<file path="config.mk">
export PLATFORM = sky130hd
export DESIGN_NAME = mcu_port_bank
export DESIGN_NICKNAME = d
export VERILOG_FILES = /design/src/rtl/mcu_port_bank.sv
export SDC_FILE = /design/constraint.sdc
export NUM_CORES = 1
export LEC_CHECK = 0
export CORE_AREA = 5 5 137 107
export CTS_BUF_LIST = sky130_fd_sc_hd__clkbuf_2 sky130_fd_sc_hd__clkbuf_4 sky130_fd_sc_hd__clkbuf_8
export DETAILED_ROUTE_END_ITERATION = 10
export DIE_AREA = 0 0 142 112
export PLACE_DENSITY = 0.78
export SETUP_SLACK_MARGIN = 0.05
export SYNTH_ARGS = -nofsm -noshare
export SYNTH_HDL_FRONTEND = slang
export SYNTH_SLANG_ARGS = --single-unit
</file>
<file path="constraint.sdc">
create_clock -name clk -period 1.84 [get_ports clk]
set_input_delay 0.368 -clock clk [delete_from_list [all_inputs] [get_ports clk]]
set_output_delay 0.368 -clock clk [all_outputs]
set_load 0.05 [all_outputs]
</file>
<file path="src/rtl/mcu_port_bank.sv">
module mcu_port_bank #(
  parameter int W       = 8,
  parameter int NPORTS  = 6,
  parameter int ADDR_W  = 3,
  parameter int OD_PORT = 1,
  parameter int OD_BIT  = 6
) (
  input  logic                  clk,
  input  logic                  rst_n,
  input  logic [ADDR_W-1:0]     addr,
  input  logic                  wr_en,
  input  logic [W-1:0]          wdata,
  input  logic                  rd_latch,
  input  logic                  rd_pin,
  output logic [W-1:0]          rdata,
  input  logic [NPORTS*W-1:0]   pin_in,
  output logic [(NPORTS-1)*W-1:0] pad_oe,
  output logic [(NPORTS-1)*W-1:0] pad_out,
  output logic [(NPORTS-1)*W-1:0] pad_pu,
  input  logic                  od_sel,
  input  logic                  scl_out,
  input  logic                  sda_out,
  output logic                  scl_in,
  output logic                  sda_in
);
  localparam int NDRV  = NPORTS - 1;
  localparam int DEPTH = 1 << ADDR_W;
  localparam int SCL_K = OD_PORT * W + OD_BIT;
  localparam int SDA_K = SCL_K + 1;

  logic [W-1:0] lat [NDRV];
  logic [NPORTS*W-1:0] sync1, sync2;
  logic [W-1:0] lat_view [DEPTH];
  logic [W-1:0] pin_view [DEPTH];

  always_ff @(posedge clk or negedge rst_n) begin
    if (!rst_n) begin
      for (int p = 0; p < NDRV; p++) lat[p] <= '1;
    end else if (wr_en) begin
      for (int p = 0; p < NDRV; p++)
        if (addr == ADDR_W'(p)) lat[p] <= wdata;
    end
  end

  always_ff @(posedge clk or negedge rst_n) begin
    if (!rst_n) begin
      sync1 <= '1;
      sync2 <= '1;
    end else begin
      sync1 <= pin_in;
      sync2 <= sync1;
    end
  end

  always_comb begin
    for (int a = 0; a < DEPTH; a++) begin
      lat_view[a] = '0;
      pin_view[a] = '0;
      if (a < NPORTS) pin_view[a] = sync2[a*W +: W];
      if (a < NDRV) lat_view[a] = lat[a];
      else if (a < NPORTS) lat_view[a] = sync2[a*W +: W];
    end
  end

  assign rdata = rd_latch ? lat_view[addr] : (rd_pin ? pin_view[addr] : '0);

  genvar gp, gb;
  generate
    for (gp = 0; gp < NDRV; gp++) begin : g_port
      for (gb = 0; gb < W; gb++) begin : g_bit
        localparam int K = gp * W + gb;
        if (K == SCL_K || K == SDA_K) begin : g_od
          logic alt_o;
          assign alt_o      = (K == SCL_K) ? scl_out : sda_out;
          assign pad_oe[K]  = ~(lat[gp][gb] & (od_sel ? alt_o : 1'b1));
          assign pad_out[K] = 1'b0;
          assign pad_pu[K]  = 1'b0;
        end else begin : g_qb
          assign pad_oe[K]  = ~lat[gp][gb];
          assign pad_out[K] = lat[gp][gb];
          assign pad_pu[K]  = lat[gp][gb];
        end
      end
    end
  endgenerate

  assign scl_in = sync2[SCL_K];
  assign sda_in = sync2[SDA_K];

  logic [1:0] since_rst;
  always_ff @(posedge clk or negedge rst_n) begin
    if (!rst_n) since_rst <= '0;
    else if (since_rst != 2'd3) since_rst <= since_rst + 2'd1;
  end

  assert_write_lands_R2: assert property (@(posedge clk) disable iff (!rst_n)
    (wr_en && rd_latch == 1'b0 && addr < ADDR_W'(NDRV)) |=>
      (rd_latch && addr == $past(addr)) -> (rdata == $past(wdata)));

  assert_no_drive_write_R7: assert property (@(posedge clk) disable iff (!rst_n)
    (wr_en && addr >= ADDR_W'(NDRV)) |=> $stable(pad_oe) && $stable(pad_pu));

  assert_sync_depth_R4: assert property (@(posedge clk) disable iff (!rst_n)
    (since_rst == 2'd3) |-> (scl_in == $past(pin_in[SCL_K], 2) && sda_in == $past(pin_in[SDA_K], 2)));

  assert_od_pull_R6: assert property (@(posedge clk) disable iff (!rst_n)
    (od_sel && (!scl_out)) |-> pad_oe[SCL_K]);

  assert_od_no_pu_R6: assert property (@(posedge clk) disable iff (!rst_n)
    (pad_pu[SCL_K] == 1'b0) && (pad_pu[SDA_K] == 1'b0) && (pad_out[SDA_K] == 1'b0));
endmodule

</file>
# After elaboration in Yosys (flattened, before gate mapping)
# Cells that the tools add are included.
# totals
regBits	136
inputBits	67
# op_classes
order_cmp	1
n_eq_ne	4
n_mux	10
n_bitwise	43
reduce_logical	6
# op_table
cell	n
binary-select mux 8 bit (select 3 bit)	2
two-way mux 8 bit	6
inverter 1 bit	40
AND reduction 2 bit	5
== test 3 x 2 -> 1 bit, second input constant	2
>= comparator 4 bit, second input constant	1
inverter 3 -> 4 bit	1
== test 3 x 1 -> 1 bit, second input constant	1
== test 3 bit, second input constant	1
logical NOT 3 bit	1
AND 1 bit	2
two-way mux 1 bit	2

# Longest topological paths before layout
# Gate-level depths: netlist of run 1.
# logic_depth
depth_word	6
mapped_depth	7

# Worst setup path after synthesis of run 1
# No wires, ideal clock.
# synth_timing
path_kind	in2out
start	in od_sel
end	out pad_oe[15]
arrival_time_ps	1494
t_required_ps	1472
path_slack_ps	-22
stages	2
n_path_buf	0
path_cell_list	inv_1 -> o21ai_0
# synth_between
elab_chain_len	3
# synth_lines
item	line	source
start, declared	20	input logic od_sel,
two-way mux 1 bit	75	assign pad_oe[K] = ~(lat[gp][gb] & (od_sel ? alt_o : 1'b1));
AND 1 bit	75	
inverter 1 bit	75	
end, declared	17	output logic [(NPORTS-1)*W-1:0] pad_oe,
# No other way between the ends.

# Final worst setup path of run 1
# layout_timing
start	reg lat[30] in the netlist's numbering
end	out rdata[6]
# layout_between
elab_chain_len	4
# layout_lines
item	line	source
start, declared	31	logic [W-1:0] lat [NDRV];
start signal, assigned by index	41	if (addr == ADDR_W'(p)) lat[p] <= wdata;
binary-select mux 8 bit (select 3 bit)	65	assign rdata = rd_latch ? lat_view[addr] : (rd_pin ? pin_view[addr] : '0);
two-way mux 8 bit (not written as such) (2 in a row)	65	
two-way mux 8 bit	65	
end, declared	15	output logic [W-1:0] rdata,
# No other way between the ends. The select of a mux whose other input is x is not followed.

==> metrics.yaml, run 1 <==
synthesis:
  synth.yosys.seq_area_share: 0.620
  ys_top_cells_by_count: "136 x dfstp_2, 82 x buf_4, 41 x inv_1"
  async_flop_share: 1.00
  synth_cell_types: 31
  yosysMostFrequentCell: "dfstp_2"
  syn_inst: 449
  avgSynthCellArea_um2: 12.8
  yosysTopAreaCell: "dfstp_2"
  synth_area_leaders: "dfstp_2 62%, buf_4 11%, mux2i_1 5.6%"
  synthFlopType: "dfstp_2"
  synth_area_mm2: 0.00577
  ys_warn_count: 0
  synth_edf_count: 0
  ys_ff_latch: 136
  netlist.area_leader.share: 0.620
place:
  post_dp_cell_area_mm2: 0.00767
  dp_cells: 756
  place_hpwl_um: 10900
  portBuffers: 192
  place_congestion: 0.771
global_routing:
  grt-ovfl-total: 0
  grt_pass1_wl_um: 22600
  grt_pass1_vias: 3980
  grt_antenna_before_repair: 0
  grt_max_degree: 57
  grt_use_total: 0.184
finish:
  diodes: 0
  finish.utilization: 0.639
  fin_nets: 689
  syn_to_final_growth_pct: 46.8
  final_area_mm2: 0.00847
  drive_above_1_share: 0.661
  instances_no_fill: 809
clock_network:
  hold_buffers: 0
  cts_buffers: 17
  clk_pin_slew_ns: 0.08
  cts_buffer_depth: 2
  root_buffer: "clkbuf_8"
  cts_max_level: 4
  tritoncts: "yes"
  cts_sinks: 136
  clk_latency_ns: 0.43
worst_setup_path:
  r2r_start: "pad_out[32]"
  end_kind: "output pin"
  cpLargestDelayFamily: "compound AO/OA/AOI/OAI gates"
  startpoint_type: "flip-flop"
  slowest_delay_ns: 0.38
  worstRegToRegCells: 3
  path_max_fanout: 2
  critPathBufInv: 1
  r2r_end: "pad_out[32]"
  worst_path_max_delay_cell: "dfstp_2"
  regToRegSetupSlack_ns: 0.83
  path_cells: "mux2_4 > a211o_1 > a32o_2 > buf_12"
  arrival_ns: 1.73
  required_ns: 1.47
  path_class: "flip-flop to output pin"
detailed_routing:
  totalWireLength_um: 14400
  drc_errors: 0
  vias: 3768
  vias_per_cell: 4.66
  postRouteAntennaNets: 0
  first_iter_violations: 165
  dr.pass1.iters: 5
  wl_per_cell_um: 17.8
die:
  dieHeight_um: 112
  io_pins: 197
  placementRows: 37
  die_area_mm2: 0.0159
  core-area_mm2: 0.0132
  start_util: 0.436
  chipWidth_um: 142
timing:
  setup_ws_ns: -0.254
  fin_crit_ns: 2.09
  period_share: 1.14
  max_freq_mhz: 478
  setup_tns_ns: -1.53
  setup_viol: 8
  rsz0062_at_grt: "yes"
  slew_violations: 0
  worst_clock_skew_ns: 0.00741
  hold_violations: 0
status:
  violations: "negative setup slack"
  status: "finished with violations"
power_and_ir_drop:
  p_per_area_mw_per_mm2: 1340
  power.leakage_uw: 0.00378
  peakVddDrop_mv: 0.755
run:
  maxCapViolCount: 0
hold_path:
  hold_path.class: "primary input to async pin"
-- cells by family after synthesis --
family,count (synthesis),share of synthesized area
buffers and inverters,140,0.156
AND/OR/NAND/NOR,50,0.0447
multiplexers,58,0.106
flip-flops,136,0.620
AO/OA/AOI/OAI,64,0.0729
other,1,0.000650
-- sequential cells by signal (all words and copies together) (netlist names) --
| name | cells |
|---|---|
| pad_out | 38 |
| sync1 | 48 |
| lat | 2 |
| sync2 | 48 |
-- routing by layer --
| metal | track usage | wire length (um) | up-vias |
|---|---|---|---|
| met4 | 0.0512 | 191 | 0 |
| met3 | 0.0567 | 1200 | 18 |
| met2 | 0.300 | 6960 | 170 |
| met1 | 0.238 | 6070 | 1838 |
| met5 | 0 | 0 | - |
| li1 | - | - | 1742 |
-- repair_timing --
action                     CTS  global route
setup endpoints to repair   10            12
cloned                       2             0
gates resized for setup     25            18
buffers inserted            12             8
pin swaps                    8             9
-- metrics by stage --
stage / hold slack, ns / setup WS, ns / total power [uW]
floorplan: 0.220 / 0.0529 / 6880
global placement: 0.346 / -0.451 / 8270
detailed placement: 0.347 / -0.472 / 8340
CTS: 0.0933 / -0.300 / 11300
global route: 0.129 / -0.313 / 11800
finish: 0.0962 / -0.254 / 11300
-- worst max path at each step --
| stage | start | slack (ns) | cells after the start | endpoint |
|---|---|---|---|---|
| 2_1_floorplan | addr[1] | 0.05 | 6 | rdata[2] |
| 3_3_place_gp | addr[2] | -0.45 | 6 | rdata[1] |
| 3_5_place_dp | addr[2] | -0.47 | 7 | rdata[2] |
| 4_1_cts | pad_out[30] | -0.30 | 4 | rdata[6] |
| 5_1_grt | lat[30] | -0.31 | 4 | rdata[6] |
| 6_report | lat[30] | -0.25 | 4 | rdata[6] |
-- worst reg2reg max path: cells and delay by family, from the launching register on --
family	cells	cell delay (ns)
flops	1	0.57
buf+inv	2	0.21
compound gates	1	0.16
-- where the power goes --
part           total [uW]  leakage, uW  switching, uW  internal [uW]
combinational        4810      0.00213           3000           1800
sequential           3730      0.00143            219           3510
clock                2780     0.000223           1160           1620
-- cell usage in the layout, fill, tap and decap left out, drive strengths merged --
cell             n
nand3            1
clkbuf          17
o211ai           7
dfstp          136
bufinv           5
a21oi            7
clkdlybuf4s50   62
a31oi            1
mux2i           32
and3             1
nor2b            5
mux2            26
nand2           37
or2              1
buf            186
a211o            1
nor3b            2
bufbuf           1
o21ai           32
inv             45
nor2             3
clkinv           3
a32o             8
o221ai           8
nand2b           1
clkinvlp         2
conb             4
-- final cells by class --
class | count | area [um^2]
fillers | 941 | 4770
flip-flops and latches | 136 | 3570
repair buffers | 249 | 2620
multi-input cells | 177 | 1450
clock buffers | 17 | 234
clock inverters | 14 | 219
well taps | 175 | 219
inverters | 41 | 154
Power figures use the tool's default switching activity.
==> run 2, diff against run 1 <==
- clock period: 1.84 -> 2.2 ns (I/O delays scaled with it)
==> metrics.yaml, run 2 (synthesis results as in run 1) <==
status:
  status: "complete, no violations"
timing:
  whs_ns: 0.289  # +0.192 ns
  fin_crit_ns: 2.20
  period_share: 0.999
  max_freq_mhz: 455
  setup_viol: 0  # -8
  hold_violations: 0  # unchanged
  setup_tns_ns: 0  # +1.53 ns
  maxSlewHeadroom: 0.651
  rsz0062_at_grt: "yes"
  worst_pin_slew_ns: 0.526
  worst_clock_skew_ns: 0.0127  # +0.00532 ns
  slew_violations: 0  # unchanged
worst_setup_path:
  path_cells: "clkdlybuf4s15_2 > buf_4 > mux2i_1 > o221ai_4 > a32o_2 > buf_12"
  path_class: "primary input to output pin"
  end_kind: "output pin"
  worst_path_max_delay_cell: "mux2i_1"
  startpoint_type: "primary input"
  slowest_delay_ns: 0.29  # -0.09 ns
  path_max_fanout: 6  # +4
  arrival_ns: 1.76  # +0.03 ns
  required_ns: 1.76  # +0.29 ns
detailed_routing:
  first_iter_violations: 112  # -32%
  postRouteAntennaNets: 0  # unchanged
  drc_errors: 0  # unchanged
  vias: 3673  # -2.5%
  totalWireLength_um: 13900  # -3.8%
  vias_per_cell: 4.62  # -0.80%
  dr.pass1.iters: 4  # -1
  wl_per_cell_um: 17.4  # -2.1%
power_and_ir_drop:
  power.leakage_uw: 0.00360  # -4.7%
  peakVddDrop_mv: 0.513  # -32%
  p_per_area_mw_per_mm2: 1050  # -21%
  power_uw: 8490  # -25%
clock_network:
  clk_pin_slew_ns: 0.08  # about the same
  cts_sinks: 136  # unchanged
  root_buffer: "clkbuf_8"
  cts_max_level: 4  # unchanged
  clk_latency_ns: 0.43  # about the same
  tritoncts: "yes"
  cts_buffer_depth: 2  # unchanged
  cts_buffers: 17  # unchanged
finish:
  layout_commonest_cell: "dfstp_2"
  fin_nets: 674  # -2.2%
  diodes: 0  # unchanged
  layout_common_cells: "136 x dfstp_2, 113 x dlygate4sd2_1, 62 x clkdlybuf4s50_1"
  syn_to_final_growth_pct: 39.9
  drive_above_1_share: 0.473  # -0.188
global_routing:
  grt_antenna_before_repair: 0  # unchanged
  grt_pass1_wl_um: 21100  # -6.6%
  grt_max_degree: 62  # +8.8%
  grt_use_total: 0.172  # -0.0114
  grt_pass1_vias: 3841  # -3.5%
  grt-ovfl-total: 0  # unchanged
place:
  place_congestion: 0.790  # +2.5%
  portBuffers: 192  # unchanged
  place_hpwl_um: 10600  # -2.3%
die:
  io_pins: 197  # unchanged
  core-area_mm2: 0.0132  # unchanged
  dieHeight_um: 112  # unchanged
  placementRows: 37  # unchanged
  chipWidth_um: 142  # unchanged
  die_area_mm2: 0.0159  # unchanged
  start_util: 0.436  # unchanged
hold_path:
  hold_path.class: "primary input to async pin"
run:
  maxCapViolCount: 0  # unchanged
run 2: cell types whose count changed in the layout (fill, tap and decap cells not counted), moves of 2 or more:
cell             delta
buf_6               -8
a21oi_1             -3
buf_4              -90
clkdlybuf4s15_2     +2
buf_2               -3
o21ai_0             -2
a21oi_2             +3
dlygate4sd2_1     +113
bufinv_16           -4
buf_12             -28
o21ai_1             +2
inv_8               +3
run 2: per-layer routing:
layer  GRT usage  share of wire  up-vias
met3      0.0657          0.085       10
met2       0.273           0.48      152
li1            -              -     1711
met5           0              0        -
met4      0.0352         0.0052        0
met1       0.227           0.43     1800
run 2: worst paths after layout:
| check | startpoint | end | slack [ns] | depth (start not counted) |
|---|---|---|---|---|
| worst max-delay path | addr[0] | rdata[4] | 0.002 | 6 |
| worst min-delay path | rst_n | sync1[31] | 0.29 | 1 |
| worst max register to register | pad_out[6] | pad_out[6] | 1.25 | 3 |
| worst min register to register | sync1[40] | sync2[40] | 0.35 | 0 |
| max in group asynchronous | rst_n | sync1[13] | 1.48 | 2 |
| min in group clk | sync1[40] | sync2[40] | 0.35 | 0 |
run 2: worst max-delay path: cells and delay by family:
| family | cells | cell delay (ns) |
|---|---|---|
| buf+inv | 3 | 0.61 |
| compound gates | 2 | 0.42 |
| mux | 1 | 0.29 |
run 2: area by class of cell:
cell class                 count  area (um^2)
fill                        1041         5170
sequential                   136         3570
timing repair buffer         235         2280
multi-input combinational    176         1450
clock buffer                  17          234
tap                          175          219
clock inverter                15          160
inverter                      41          154
run 2: repair_timing:
item,4_1_cts,5_1_grt
gates resized for setup,152,13
setup endpoints to repair,121,8
buffers inserted,1,16
hold buffers,0,0
pin swaps,10,9
gates cloned,0,1
run 2: through the flow:
stage                     cell area (um^2)  instances  setup WS [ns]   util
after floorplan                       5780        452          0.194      -
after global placement                7530        747         -0.343  0.569
after detailed placement              7530        747         -0.355  0.569
after CTS                             7890        778        -0.0225  0.596
after global routing                  8070        795        -0.0627  0.610
final                                 8070        795        0.00202  0.610
run 2: power by group:
| part | switching, uW | leakage, uW | internal, uW |
|---|---|---|---|
| clock network | 1060 | 0.000192 | 938 |
| logic | 2350 | 0.00198 | 986 |
| registers | 208 | 0.00143 | 2940 |
| total | 3620 | 0.00360 | 4860 |
==> run 3, diff against run 2 <==
- ABC_CLOCK_PERIOD_IN_PS: not set -> 2200
- CAP_MARGIN: not set -> 40
- SLEW_MARGIN: not set -> 20
==> results of run 3 <==
Same layout as run 2: the final DEF is identical, and so are final timing and power.
